File: src/rtl/stcmp_pkg.sv
package stcmp_pkg;
  localparam int unsigned TW   = 64;
  localparam int unsigned NREG = 3;
  localparam int unsigned SELW = 2;

  typedef enum logic [SELW-1:0] {
    SEL_SCMP  = 2'd0,
    SEL_VSCMP = 2'd1,
    SEL_OFS   = 2'd2,
    SEL_NONE  = 2'd3
  } reg_sel_e;
endpackage

File: src/rtl/stcmp_regs.sv
module stcmp_regs
  import stcmp_pkg::*;
#(
  parameter int unsigned W = TW,
  parameter int unsigned N = NREG
) (
  input  logic                  clk,
  input  logic                  rst_n,
  input  logic                  wr_en_i,
  input  logic [SELW-1:0]       wr_sel_i,
  input  logic [W-1:0]          wr_data_i,
  output logic [N-1:0][W-1:0]   regs_o
);
  for (genvar g = 0; g < N; g++) begin : g_reg
    logic         en;
    logic [W-1:0] d;
    logic [W-1:0] q;

    always_comb begin
      en = wr_en_i && (wr_sel_i == SELW'(g));
      d  = en ? wr_data_i : q;
    end

    always_ff @(posedge clk or negedge rst_n) begin
      if (!rst_n) q <= '0;
      else        q <= d;
    end

    assign regs_o[g] = q;
  end
endmodule

File: src/rtl/stcmp_cmp.sv
module stcmp_cmp
  import stcmp_pkg::*;
#(
  parameter int unsigned W       = TW,
  parameter bit          USE_OFS = 1'b0
) (
  input  logic         clk,
  input  logic         rst_n,
  input  logic [W-1:0] time_i,
  input  logic [W-1:0] ofs_i,
  input  logic [W-1:0] cmp_q_i,
  input  logic         wr_hit_i,
  input  logic [W-1:0] wr_data_i,
  output logic         pend_o
);
  logic [W-1:0] eff_time;
  logic [W-1:0] cmp_eff;
  logic         pend_d;
  logic         pend_q;

  if (USE_OFS) begin : g_ofs
    assign eff_time = time_i + ofs_i;
  end else begin : g_raw
    logic unused_ofs;
    assign unused_ofs = ^ofs_i;
    assign eff_time   = time_i;
  end

  always_comb begin
    cmp_eff = wr_hit_i ? wr_data_i : cmp_q_i;
    pend_d  = (eff_time >= cmp_eff);
  end

  always_ff @(posedge clk or negedge rst_n) begin
    if (!rst_n) pend_q <= 1'b0;
    else        pend_q <= pend_d;
  end

  assign pend_o = pend_q;
endmodule

File: src/rtl/stcmp_top.sv
module stcmp_top
  import stcmp_pkg::*;
(
  input  logic            clk,
  input  logic            rst_n,
  input  logic [TW-1:0]   time_i,
  input  logic            wr_en_i,
  input  logic [SELW-1:0] wr_sel_i,
  input  logic [TW-1:0]   wr_data_i,
  input  logic [SELW-1:0] rd_sel_i,
  output logic [TW-1:0]   rd_data_o,
  output logic            s_pend_o,
  output logic            vs_pend_o
);
  logic [1:0]               rst_sync_q;
  logic                     rst_sync_n;
  logic [NREG-1:0][TW-1:0]  regs;
  logic [TW-1:0]            scmp_q;
  logic [TW-1:0]            vscmp_q;
  logic [TW-1:0]            ofs_q;
  logic                     s_hit;
  logic                     vs_hit;

  always_ff @(posedge clk or negedge rst_n) begin
    if (!rst_n) rst_sync_q <= 2'b00;
    else        rst_sync_q <= {rst_sync_q[0], 1'b1};
  end
  assign rst_sync_n = rst_sync_q[1];

  stcmp_regs #(.W(TW), .N(NREG)) u_regs (
    .clk       (clk),
    .rst_n     (rst_sync_n),
    .wr_en_i   (wr_en_i),
    .wr_sel_i  (wr_sel_i),
    .wr_data_i (wr_data_i),
    .regs_o    (regs)
  );

  assign scmp_q  = regs[SEL_SCMP];
  assign vscmp_q = regs[SEL_VSCMP];
  assign ofs_q   = regs[SEL_OFS];
  assign s_hit   = wr_en_i && (wr_sel_i == SEL_SCMP);
  assign vs_hit  = wr_en_i && (wr_sel_i == SEL_VSCMP);

  stcmp_cmp #(.W(TW), .USE_OFS(1'b0)) u_s_cmp (
    .clk       (clk),
    .rst_n     (rst_sync_n),
    .time_i    (time_i),
    .ofs_i     ('0),
    .cmp_q_i   (scmp_q),
    .wr_hit_i  (s_hit),
    .wr_data_i (wr_data_i),
    .pend_o    (s_pend_o)
  );

  stcmp_cmp #(.W(TW), .USE_OFS(1'b1)) u_vs_cmp (
    .clk       (clk),
    .rst_n     (rst_sync_n),
    .time_i    (time_i),
    .ofs_i     (ofs_q),
    .cmp_q_i   (vscmp_q),
    .wr_hit_i  (vs_hit),
    .wr_data_i (wr_data_i),
    .pend_o    (vs_pend_o)
  );

  always_comb begin
    unique case (rd_sel_i)
      SEL_SCMP:  rd_data_o = scmp_q;
      SEL_VSCMP: rd_data_o = vscmp_q;
      SEL_OFS:   rd_data_o = ofs_q;
      default:   rd_data_o = '0;
    endcase
  end
endmodule

File: config.mk
export PLATFORM = sky130hd
export DESIGN_NAME = stcmp_top
export DESIGN_NICKNAME = d
export VERILOG_FILES = /design/src/rtl/stcmp_pkg.sv /design/src/rtl/stcmp_regs.sv /design/src/rtl/stcmp_cmp.sv /design/src/rtl/stcmp_top.sv
export SDC_FILE = /design/constraint.sdc
export NUM_CORES = 1
export LEC_CHECK = 0
export ABC_AREA = 1
export BUFFER_PORTS_ARGS = -buffer_cell sky130_fd_sc_hd__buf_4
export CORE_MARGIN = 3
export CORE_UTILIZATION = 30
export CTS_CLUSTER_SIZE = 25
export DETAILED_ROUTE_END_ITERATION = 10
export PLACE_DENSITY = 0.48
export SLEW_MARGIN = 30
export SYNTH_ARGS = -nofsm -noshare
export SYNTH_HDL_FRONTEND = slang
export SYNTH_SLANG_ARGS = --single-unit
File: constraint.sdc
create_clock -name clk -period 10.9 [get_ports clk]
set_input_delay 1.09 -clock clk [delete_from_list [all_inputs] [get_ports clk]]
set_output_delay 1.09 -clock clk [all_outputs]
set_load 0.02 [all_outputs]
## Word-level counts from Yosys, hierarchy flattened

Index checks and enable logic that the tools add are counted.

| word-level totals | value |
|---|---|
| bits in registers | 196 |
| logic and storage cells | 21 |
| output and inout port bits | 66 |
| input bits | 135 |

| cells by class | value |
|---|---|
| $lt $le $gt $ge | 2 |
| multiplexer cells | 3 |
| equality and inequality tests | 4 |
| add/subtract/negate cells | 1 |
| reduce and logical (&&, ||, !) cells | 5 |

Operators with widths:

| operator | count |
|---|---|
| case mux 64 bit (3 select lines) | 1 |
| greater-or-equal comparator 64 bit | 2 |
| 2-to-1 mux 64 bit | 2 |
| adder 64 bit | 1 |
| == test 2 x 1 -> 1 bit, second input constant | 2 |
| == test 2 bit, second input constant | 2 |
| zero test 2 bit | 2 |
| logical AND 1 bit | 3 |

## Depth between registers and ports, before layout

| depth | value |
|---|---|
| depth after elaboration | 4 |
| gate-level depth with buffers | 25 |
| gate-level depth less buffers | 25 |

## By module

A second synthesis with hierarchy kept.

| unflattened totals | value |
|---|---|
| cells, all modules | 2912 |
| area, all modules | 19477.4 um2 |

By module, submodules not included:

| module | times used | cells an instance | sequential area each (um2) | area an instance (um2) |
|---|---|---|---|---|
| stcmp_cmp at u_vs_cmp | 1 | 1473 | 25.0 | 7847.5 |
| stcmp_regs | 1 | 849 | 4804.6 | 7833.8 |
| stcmp_cmp at u_s_cmp | 1 | 292 | 25.0 | 2202.1 |
| stcmp_top | 1 | 298 | 50.0 | 1594.0 |

## Least setup slack after synthesis

OpenSTA, ideal clock, no wires.

| timing path | value |
|---|---|
| kind | input-to-reg |
| start | in time_i[0] |
| end | reg u_vs_cmp.pend_q (netlist: u_vs_cmp.pend_o) |
| buffers on the path | 0 |
| arrival time | 3.469 ns |
| required time | 10.835 ns |
| cell stages on the path | 24 |
| slack | 7.366 ns |
| cell sequence | ha_1 -> inv_1 -> fa_1 -> inv_1 -> nand3_1 -> nand2_2 -> nand2_2 -> nand2_2 -> nand2_2 -> nand2_2 -> nand2_1 -> nand2_2 -> nand2_1 -> nand3_1 -> nand2_1 -> ha_1 -> nand2_1 -> nor2_1 -> nand4_1 -> nor4_1 -> nand2_1 -> inv_1 -> nand2_1 -> nand2_1 |

| between the ends | value |
|---|---|
| cells in the longest elaborated chain, start to end | 2 |

RTL lines:

| what | line | text |
|---|---|---|
| start, declared | stcmp_top.sv:6 | `input logic [TW-1:0] time_i,` |
| adder 64 bit | stcmp_cmp.sv:22 | `assign eff_time = time_i + ofs_i;` |
| greater-or-equal comparator 64 bit | stcmp_cmp.sv:31 | `pend_d = (eff_time >= cmp_eff);` |
| net u_vs_cmp.pend_d | stcmp_cmp.sv:18 | `logic pend_d;` |
| end signal, assigned | stcmp_cmp.sv:36 | `else pend_q <= pend_d;` |
| end, declared | stcmp_cmp.sv:19 | `logic pend_q;` |

The timed path passes the listed nets, and every way through them passes these cells.
A chain may end at the register's enable or synchronous reset.

## Worst setup path in the final report

| timing path | value |
|---|---|
| start | in rd_sel_i[0] |
| end | out rd_data_o[24] |

| between the ends | value |
|---|---|
| cells in the longest elaborated chain, start to end | 2 |
| elaborated cells on any way between the ends | 4 |
| classes of those cells | 2 x eq/ne; 1 x mux; 1 x reduce/logical |

RTL lines:

| what | line | text |
|---|---|---|
| start, declared | stcmp_top.sv:10 | `input logic [SELW-1:0] rd_sel_i,` |
| == test 2 bit (tied with other cells) | stcmp_top.sv:68 | `unique case (rd_sel_i)` |
| case mux 64 bit (3 select lines) (*) | stcmp_top.sv:68 |  |
| end, declared | stcmp_top.sv:11 | `output logic [TW-1:0] rd_data_o,` |

Mark *: on every way between the ends. The rest lies on a longest branch, timed or not.

==> summary.txt <==
Status: finished clean
Overall power: 3.21 mW
Num Clock Sinks: 196
Share of async-settable or async-resettable flops after synthesis: 1.00
Final min period: 4.43 ns
CTS H-tree lvls: 4
CP arrival: 3.34 ns
Worst slew margin: 0.395
HP Class: reg2async
Resize count post-CTS: 0
Syn Nets: 2,965
I/O pins: 201
Post-synth EDFFs: 0
First-pass GRT wire length: 93,800 um
Total GRT Usage: 0.200
Clk Latency, worst-skew pair: 0.50 ns
Die height: 248 um
DRC: 0
Drt total wl: 60,900 um
Vias in the first global route: 16,500
Synth Flop Type: dfrtp_1
Routed vias: 16,500
Critical path capture point type: output pin
Reg2reg setup slack: 7.02 ns
Post-synth top cells: 798 x nand2_1, 559 x inv_1, 196 x dfrtp_1
R2R Path Start: u_regs.g_reg[2].q[0]$_DFFE_PN0P_
Die Area: 61,700 sq um
Setup TNS: 0 ns
FF-to-FF End: u_vs_cmp.pend_o$_DFF_PN0_
Largest net degree at the start of global routing: 69
Setup Viol. Count Final: 0
Critical Path Source: rd_sel_i[0]
Lkg Pwr: 11.6 nW
Post-CTS Setup Inserts: 0
Final Hold Viols: 0
Area Growth Syn to Fin: 16.7%
Port buffer count: 200
Die W: 248 um
CP Data Required Time: 9.81 ns
Area leader, netlist: dfrtp_1
Design area: 20,600 sq um
Pre-antenna DRT Iters: 7
Hold WS: 0.302 ns
Max-Cap Viols: 0
Max Buffers Root-to-Sink: 2
Top-count cell post-synth: nand2_1
Final Cycle Share: 0.406
Placed cell area: 20,000 sq um
Worst Path Max Fanout: 65
Post-synthesis cell count: 2,638
Dpl hpwl: 49,900 um
VDD IR max: 0.126 mV
Gpl congestion: 0.915
Count of cell types in the netlist: 38
Crit path kind: in2out
Initial antenna violation count: 1
Unrepaired setup endpoints after global routing: false
Reg clk slew, reported paths: 0.07 ns
Mapped Area: 17,600 sq um
Hold buffers post-CTS: 0
CTS Root Cell: clkbuf_16
Row Count: 88
Initial DRC Count: 775
Post-synth top area share: 0.278
TritonCTS clock tree: yes
Seq cells post-synth: 196
Core area: 57,900 sq um
Final net count: 3,131
Initial Util: 0.304
Crit path launch type: primary input
Share of post-route cells with drive strength above 1: 0.139
Transition at the pin with the smallest max-transition slack: 0.908 ns
Via density per instance: 4.61
Yosys warnings: 0
FF-to-FF path depth: 24
WL/cell: 17.0 um
Total CTS buffers: 17
Mean Syn Cell Area: 6.68 sq um
CP endpoint: rd_data_o[24]
PD cells: 156 nW/um^2
Register area share after synthesis: 0.278
Slew Viols, Final: 0
Antenna cells: 0
Gr ovfl total: 0
Top cells by area, synth: dfrtp_1 28%, nand2_1 17%, ha_1 14%, inv_1 12%, o21ai_0 4.7%
Fmax: 226 MHz
Antenna Nets Post-Route: 0
Clk_skew: 0.0200 ns
## flip-flops by register name, summed over array words and instances (netlist names)
signal,count
u_regs.g.q,192
rst_sync_q,2
u_s_cmp.pend_o,1
u_vs_cmp.pend_o,1
## area by class of cell
type / instances / area (sq um)
Clock buffer: 27 / 543
Clock inverter: 5 / 62.6
Fill cell: 6385 / 37300
Inverter: 568 / 2130
Multi-Input combinational cell: 1812 / 10400
Sequential cell: 196 / 4910
Tap cell: 765 / 957
Timing Repair Buffer: 209 / 1580
## where the power goes
group,switching (mW),leakage [nW],internal (mW)
clock,0.301,0.292,0.364
combinational,1.04,9.11,0.575
sequential,0.0781,2.19,0.850
total,1.42,11.6,1.79
## kinds of logic after synthesis
kind of cell / synth area share
AND/OR/NAND/NOR: 0.277
buffers and inverters: 0.135
AO/OA/AOI/OAI: 0.114
flip-flops: 0.278
adder cells (fa/ha/maj): 0.137
multiplexers: 0.0396
XOR/XNOR: 0.0194
other: 0.000213
## cell usage in the layout (no fill, tap or decap), drive strengths merged, types with 7 or more instances in the layout
cell and n:
nand2 826, ha 191, nor3 15, buf 209, xor2 37, o211ai 65, inv 567, mux2 62
o21ai 164, a21oi 119, nand3 132, clkbuf 27, dfrtp 196, o21bai 7, nand4 22, nor2 150
## metrics by stage
step / worst slack, ns / std cells / utilization
5_1_grt: 6.29 / 3582 / 0.355
4_1_cts: 6.43 / 3582 / 0.355
6_report: 6.47 / 3582 / 0.355
3_3_place_gp: 6.28 / 3550 / 0.345
2_1_floorplan: 5.03 / 2638 / -
3_5_place_dp: 6.22 / 3550 / 0.345
## routing by layer
layer,vias to the layer above,global-route usage,part of all wire
met5,-,0,0.00020
met1,7674,0.258,0.45
li1,8582,-,-
met4,2,0.0478,0.015
met3,42,0.0288,0.035
met2,227,0.352,0.50
## worst min path at each step
stage	startpoint	to	slack, ns	cells past startpoint
5_1_grt	rst_n	rst_sync_q[1]$_DFF_PN0_	0.33	1
3_5_place_dp	rst_sync_q[1]$_DFF_PN0_	u_regs.g_reg[0].q[35]$_DFF_PN0_	0.32	0
3_3_place_gp	rst_sync_q[1]$_DFF_PN0_	u_regs.g_reg[0].q[35]$_DFF_PN0_	0.32	0
2_1_floorplan	rst_sync_q[0]$_DFF_PN0_	rst_sync_q[1]$_DFF_PN0_	0.33	0
4_1_cts	rst_n	rst_sync_q[1]$_DFF_PN0_	0.32	1
6_report	rst_sync_q[1]$_DFF_PN0_	u_regs.g_reg[2].q[35]$_DFFE_PN0P_	0.30	0
## worst max-delay path: stages
cell      delay (ns)
buf_4           0.13
inv_2           0.04
buf_4           0.66
or2_2           0.27
buf_4           0.63
o211ai_1        0.24
buf_4           0.22
(Power assumes the default switching activity.)
